## config.mk

```make
export PLATFORM = sky130hd
export DESIGN_NAME = bridge_rst_seq
export DESIGN_NICKNAME = d
export VERILOG_FILES = /design/src/rtl/brs_pkg.sv /design/src/rtl/brs_sync.sv /design/src/rtl/brs_wait_timer.sv /design/src/rtl/bridge_rst_seq.sv
export SDC_FILE = /design/constraint.sdc
export NUM_CORES = 1
export LEC_CHECK = 0
export BUFFER_PORTS_ARGS = -buffer_cell sky130_fd_sc_hd__buf_2
export CAP_MARGIN = 20
export CELL_PAD_IN_SITES_DETAIL_PLACEMENT = 0
export CELL_PAD_IN_SITES_GLOBAL_PLACEMENT = 1
export CORE_ASPECT_RATIO = 2
export CORE_MARGIN = 8
export CORE_UTILIZATION = 40
export DETAILED_ROUTE_END_ITERATION = 10
export PLACE_DENSITY_LB_ADDON = 0.08
export SLEW_MARGIN = 10
export SYNTH_ARGS = -nofsm -noshare
export SYNTH_HDL_FRONTEND = slang
export SYNTH_HIERARCHICAL = 1
export SYNTH_SLANG_ARGS = --single-unit
export TNS_END_PERCENT = 30
```

## constraint.sdc

```tcl
create_clock -name clk -period 10.9 [get_ports clk]
set_input_delay 2.18 -clock clk [delete_from_list [all_inputs] [get_ports clk]]
set_output_delay 2.18 -clock clk [all_outputs]
set_load 0.02 [all_outputs]
```

## src/rtl/brs_pkg.sv

```systemverilog
package brs_pkg;

    typedef enum logic [3:0] {
        ST_IDLE,
        ST_WARN_REQ,
        ST_WARN_WAIT,
        ST_FLUSH_REQ,
        ST_FLUSH_WAIT,
        ST_IN_RESET,
        ST_RELEASE,
        ST_CLEAR_REQ,
        ST_WAIT_ACK_LOW,
        ST_DONE
    } brs_state_e;

    localparam int unsigned BRS_SYNC_STAGES = 2;

endpackage

```

## src/rtl/brs_sync.sv

```systemverilog
module brs_sync #(
    parameter int unsigned WIDTH  = 3,
    parameter int unsigned STAGES = 2
) (
    input  logic             clk,
    input  logic             rst_n,
    input  logic [WIDTH-1:0] d_i,
    output logic [WIDTH-1:0] q_o
);

    logic [STAGES-1:0][WIDTH-1:0] pipe_q;

    genvar g;
    generate
        for (g = 0; g < STAGES; g++) begin : g_stage
            always_ff @(posedge clk or negedge rst_n) begin
                if (!rst_n) begin
                    pipe_q[g] <= '0;
                end else if (g == 0) begin
                    pipe_q[g] <= d_i;
                end else begin
                    pipe_q[g] <= pipe_q[(g == 0) ? 0 : g-1];
                end
            end
        end
    endgenerate

    assign q_o = pipe_q[STAGES-1];

endmodule

```

## src/rtl/brs_wait_timer.sv

```systemverilog
module brs_wait_timer #(
    parameter int unsigned CW = 16
) (
    input  logic          clk,
    input  logic          rst_n,
    input  logic          clr_i,
    input  logic          run_i,
    input  logic [CW-1:0] limit_i,
    output logic          expired_o
);

    logic [CW-1:0] cnt_q;

    always_ff @(posedge clk or negedge rst_n) begin
        if (!rst_n) begin
            cnt_q <= '0;
        end else if (clr_i) begin
            cnt_q <= '0;
        end else if (run_i && (cnt_q != limit_i)) begin
            cnt_q <= cnt_q + 1'b1;
        end
    end

    assign expired_o = run_i && (cnt_q == limit_i);

endmodule

```

## src/rtl/bridge_rst_seq.sv

```systemverilog
module bridge_rst_seq
    import brs_pkg::*;
#(
    parameter int unsigned TO_W = 16
) (
    input  logic            clk,
    input  logic            rst_n,
    input  logic            start_i,
    input  logic            warn_en_i,
    input  logic [TO_W-1:0] timeout_limit_i,
    input  logic            warn_ack_i,
    input  logic            flush_ack_i,
    input  logic            reconf_done_i,
    output logic            warn_req_o,
    output logic            flush_req_o,
    output logic            bridge_rst_o,
    output logic            busy_o,
    output logic            done_o,
    output logic            timeout_o
);

    localparam int unsigned NSYNC = 3;

    brs_state_e       state_q, state_d;
    logic [NSYNC-1:0] raw_in, syn_in;
    logic             warn_ack_s, flush_ack_s, reconf_s;
    logic             warn_used_q;
    logic             phase_warn_q;
    logic             phase_step;
    logic             abort;
    logic             accept;
    logic             in_wait;
    logic             tmr_clr, tmr_exp;

    // Synchronise every input that may come from another clock domain
    assign raw_in = {reconf_done_i, flush_ack_i, warn_ack_i};

    brs_sync #(.WIDTH(NSYNC), .STAGES(BRS_SYNC_STAGES)) u_sync (
        .clk   (clk),
        .rst_n (rst_n),
        .d_i   (raw_in),
        .q_o   (syn_in)
    );

    assign warn_ack_s  = syn_in[0];
    assign flush_ack_s = syn_in[1];
    assign reconf_s    = syn_in[2];

    assign in_wait = (state_q == ST_WARN_WAIT) || (state_q == ST_FLUSH_WAIT) ||
                     (state_q == ST_WAIT_ACK_LOW);

    assign accept = (state_q == ST_IDLE) && start_i;

    // In the low-acknowledge wait, move from the flush phase to the fabric phase
    assign phase_step = (state_q == ST_WAIT_ACK_LOW) && !phase_warn_q &&
                        !flush_ack_s && warn_used_q;

    // Next-state logic
    always_comb begin
        state_d = state_q;
        unique case (state_q)
            ST_IDLE:       if (start_i) state_d = warn_en_i ? ST_WARN_REQ : ST_FLUSH_REQ;
            ST_WARN_REQ:   state_d = ST_WARN_WAIT;
            ST_WARN_WAIT: begin
                if (warn_ack_s)   state_d = ST_FLUSH_REQ;
                else if (tmr_exp) state_d = ST_IDLE;
            end
            ST_FLUSH_REQ:  state_d = ST_FLUSH_WAIT;
            ST_FLUSH_WAIT: begin
                if (flush_ack_s)  state_d = ST_IN_RESET;
                else if (tmr_exp) state_d = ST_IDLE;
            end
            ST_IN_RESET:   if (reconf_s) state_d = ST_RELEASE;
            ST_RELEASE:    state_d = ST_CLEAR_REQ;
            ST_CLEAR_REQ:  state_d = ST_WAIT_ACK_LOW;
            ST_WAIT_ACK_LOW: begin
                if ((!phase_warn_q && !flush_ack_s && !warn_used_q) ||
                    (phase_warn_q && !warn_ack_s))
                    state_d = ST_DONE;
                else if (tmr_exp && !phase_step)
                    state_d = ST_IDLE;
            end
            ST_DONE:       state_d = ST_IDLE;
            default:       state_d = ST_IDLE;
        endcase
    end

    assign abort = in_wait && (state_d == ST_IDLE);

    // Restart the wait timer on every state change or phase change
    assign tmr_clr = !in_wait || (state_d != state_q) || phase_step;

    brs_wait_timer #(.CW(TO_W)) u_timer (
        .clk       (clk),
        .rst_n     (rst_n),
        .clr_i     (tmr_clr),
        .run_i     (in_wait),
        .limit_i   (timeout_limit_i),
        .expired_o (tmr_exp)
    );

    // State register
    always_ff @(posedge clk or negedge rst_n) begin
        if (!rst_n) state_q <= ST_IDLE;
        else        state_q <= state_d;
    end

    // Registered outputs and per-sequence context
    always_ff @(posedge clk or negedge rst_n) begin
        if (!rst_n) begin
            warn_req_o   <= 1'b0;
            flush_req_o  <= 1'b0;
            bridge_rst_o <= 1'b0;
            timeout_o    <= 1'b0;
            warn_used_q  <= 1'b0;
            phase_warn_q <= 1'b0;
        end else if (abort) begin
            warn_req_o   <= 1'b0;
            flush_req_o  <= 1'b0;
            bridge_rst_o <= 1'b1;
            timeout_o    <= 1'b1;
        end else begin
            if (accept) begin
                timeout_o    <= 1'b0;
                warn_used_q  <= warn_en_i;
                phase_warn_q <= 1'b0;
            end
            if (phase_step) phase_warn_q <= 1'b1;
            if (state_d != state_q) begin
                unique case (state_d)
                    ST_WARN_REQ:     warn_req_o   <= 1'b1;
                    ST_FLUSH_REQ:    flush_req_o  <= 1'b1;
                    ST_IN_RESET:     bridge_rst_o <= 1'b1;
                    ST_RELEASE:      bridge_rst_o <= 1'b0;
                    ST_CLEAR_REQ:    warn_req_o   <= 1'b0;
                    ST_WAIT_ACK_LOW: flush_req_o  <= 1'b0;
                    default: ;
                endcase
            end
        end
    end

    assign busy_o = (state_q != ST_IDLE);
    assign done_o = (state_q == ST_DONE);

endmodule

```

==> results.md <==
* Root Driver: clkbuf_8
* Initial Util at 40.4%
* Routed Antenna Nets at 0
* Hold Path Depth at 0
* Initial drt markers at 79
* Clk slew on worst S/H paths at 70 ps
* Worst Reg2Reg Path Length in Cells at 11
* EDFF count, synth at 0
* Share of Yosys cell area claimed by the top area cell type at 39.2%
* Worst vdd ir at 0.159 mV
* Global-route wire length before repair at 8290 microns
* Pin count of the biggest net entering global routing at 33
* Die Wd at 66.5 microns
* Initial antenna violation count at 0
* Reg2Reg Setup Slack at 7410 ps
* WL/cell at 16.3 microns
* Post-CTS Setup Bufs at 0
* Num rows at 37
* Slew HR at 50.4%
* Routability cong. at 0.837
* Worst-Skew Late Latency at 280 ps
* Routed WL at 4810 microns
* FF-to-FF Start: state_q[2]$_DFF_PN0_
* Worst Setup Start Kind: input port
* Vias per Instance at 5.65
* Die area at 7780 sq um
* CTS Sinks at 32
* GRT Total Usage at 13.6%
* Cell Pwr Density at 213 nW/um^2
* Worst Tran Pin Value at 744 ps
* Layout cells sized above 1 at 25.3%
* Die height at 117 microns
* Crit path capture type: flop
* Final setup TNS at 0 ps
* Vias in the first global route at 1669
* Buffers on Ports at 28
* Most common cell after layout, fill and taps aside: dfrtp_1
* Synthesized net count at 236
* Synth Area per Inst at 9.63 sq um
* Max Slew Vio Count at 0
* Detailed Place HPWL at 3480 microns
* Num CTS Buffers at 5
* Most frequent cells in the layout: dfrtp_1, buf_2, a21oi_1, xnor2_1, nor2_1
* Period minus WS final at 4770 ps
* Post-Route Skew at 4.27 ps
* CP required at 11070 ps
* Worst r2r dst: u_timer/cnt_q[0]$_DFFE_PN0P_
* CP Class: input port to flop
* Netlist cell types at 55
* Final setup fails at 0
* CTS resizes at 0
* Max clock buf depth at 2
* Final Total Pwr at 0.489 mW
* GRT overflow at 0
* Via count at 1668
* Worst-path fanout max at 27
* FILL cells at 519
* Post-Synthesis Cells at 212
* Final Hold Viols at 0
* CP startpoint: timeout_limit_i[1]
* Seq/Total Area, Yosys at 39.2%
* Status: finished clean
* FMAX at 0.209 GHz
* Worst EP arrival at 4940 ps
* RSZ-0062 raised after global routing: no
* Yosys warnings at 6
* Post-synth top area cell: dfrtp_1
* # hold bufs at CTS at 0
* Top_reg_cell synth: dfrtp_1
* Top post-synthesis cells by area: dfrtp_1, xnor2_1, a21oi_1
* Core area at 5050 sq um
* Critical Path End: u_timer/cnt_q[0]$_DFFE_PN0P_
* Nets at 260
* Leak at 0.889 nW
* Post-route DRC at 0
* CTS tree: built
* H-tree depth at 2
* Synthesized area at 2040 sq um
* Async S/R FF share, synth at 100%
* Worst hold path class: flop to flop
* # diodes at 0
* DRT Pass-1 Iters at 4
* Yosys reg bits at 32
* Final Cycle Share at 43.8%
* Max-cap viol count at 0
* I/O pin total at 29
* Synth-to-Final Area Change at 12.3%
-- flip-flops by register name, summed over array words and instances, names as in the netlist --
register	count
bridge_rst_o	1
flush_req_o	1
phase_warn_q	1
state_q	4
timeout_o	1
u_sync/pipe_q	3
u_sync/q_o	3
u_timer/cnt_q	16
warn_req_o	1
warn_used_q	1
-- cell type report --
cell class / instances / area [sq um] / share of cell area, %
Sequential cell: 32 / 801 / 35.0
Timing Repair Buffer: 29 / 148 / 6.44
Tap cell: 58 / 72.6 / 3.17
Inverter: 5 / 20.0 / 0.874
Multi-Input combinational cell: 163 / 1140 / 49.7
Clock buffer: 5 / 68.8 / 3.00
Clock inverter: 3 / 42.5 / 1.86
-- cell usage after synthesis (5+ instances only) --
cell and n:
a21oi_1 17, buf_2 6, dfrtp_1 32, mux2_2 5
nand2_1 11, nand3_1 8, nand4_1 6, nor2_1 13
nor2b_1 7, o21ai_0 10, o31ai_1 6, or3_1 6
xnor2_1 17
-- worst max-delay path, stage by stage --
cell      delay, ps
buf_2           100
xnor2_1         210
nand4_1         140
nor4_2          260
buf_4           290
and2_1          220
or3b_1          380
a21boi_0        170
o21ai_0          90
o211ai_1        130
or2_2           410
nor2b_1          80
mux2_2          270
-- worst min path at each step --
| stage | startpoint | to | slack (ps) |
|---|---|---|---|
| after global placement | u_sync/pipe_q[2]$_DFF_PN0_ | u_sync/q_o[2]$_DFF_PN0_ | 330 |
| after CTS | u_sync/pipe_q[1]$_DFF_PN0_ | u_sync/q_o[1]$_DFF_PN0_ | 350 |
| after global routing | u_sync/pipe_q[0]$_DFF_PN0_ | u_sync/q_o[0]$_DFF_PN0_ | 360 |
| after detailed placement | u_sync/pipe_q[0]$_DFF_PN0_ | u_sync/q_o[0]$_DFF_PN0_ | 330 |
| after floorplan | u_sync/pipe_q[0]$_DFF_PN0_ | u_sync/q_o[0]$_DFF_PN0_ | 330 |
| final | u_sync/pipe_q[0]$_DFF_PN0_ | u_sync/q_o[0]$_DFF_PN0_ | 350 |
-- where the power goes --
part | internal, mW | switching, mW
clock | 0.0676 | 0.0469
combinational | 0.0869 | 0.112
sequential | 0.138 | 0.0374
-- routing by layer --
metal	track usage [%]	vias to the layer above	share of wire, %
met5	0	-	0
met4	6.89	0	2.9
met3	3.34	10	5.0
met2	21.0	33	49
met1	17.1	804	43
li1	-	821	-
-- through the flow --
step           cells  instance area (sq um)  hold WS, ps  utilization [%]  worst slack [ps]
6_report         295                   2290          350             45.4              6130
5_1_grt          295                   2290          355             45.4              5880
4_1_cts          295                   2290          352             45.4              6110
3_5_place_dp     287                   2180          335             43.2              5810
3_3_place_gp     287                   2180          334             43.2              5910
2_1_floorplan    212                   2040          331                -              5700
-- cells by family after synthesis --
kind of cell | Yosys count | share of synthesized area [%]
and+or+nand+nor | 91 | 30.1
buffers and inverters | 17 | 4.97
xor gates and xnor gates | 18 | 7.73
DFF | 32 | 39.2
adders and majority gates | 1 | 0.613
muxes | 6 | 3.25
AOI/OAI and AO/OA | 47 | 14.1
Note: power is estimated with default switching activity, not from simulation.
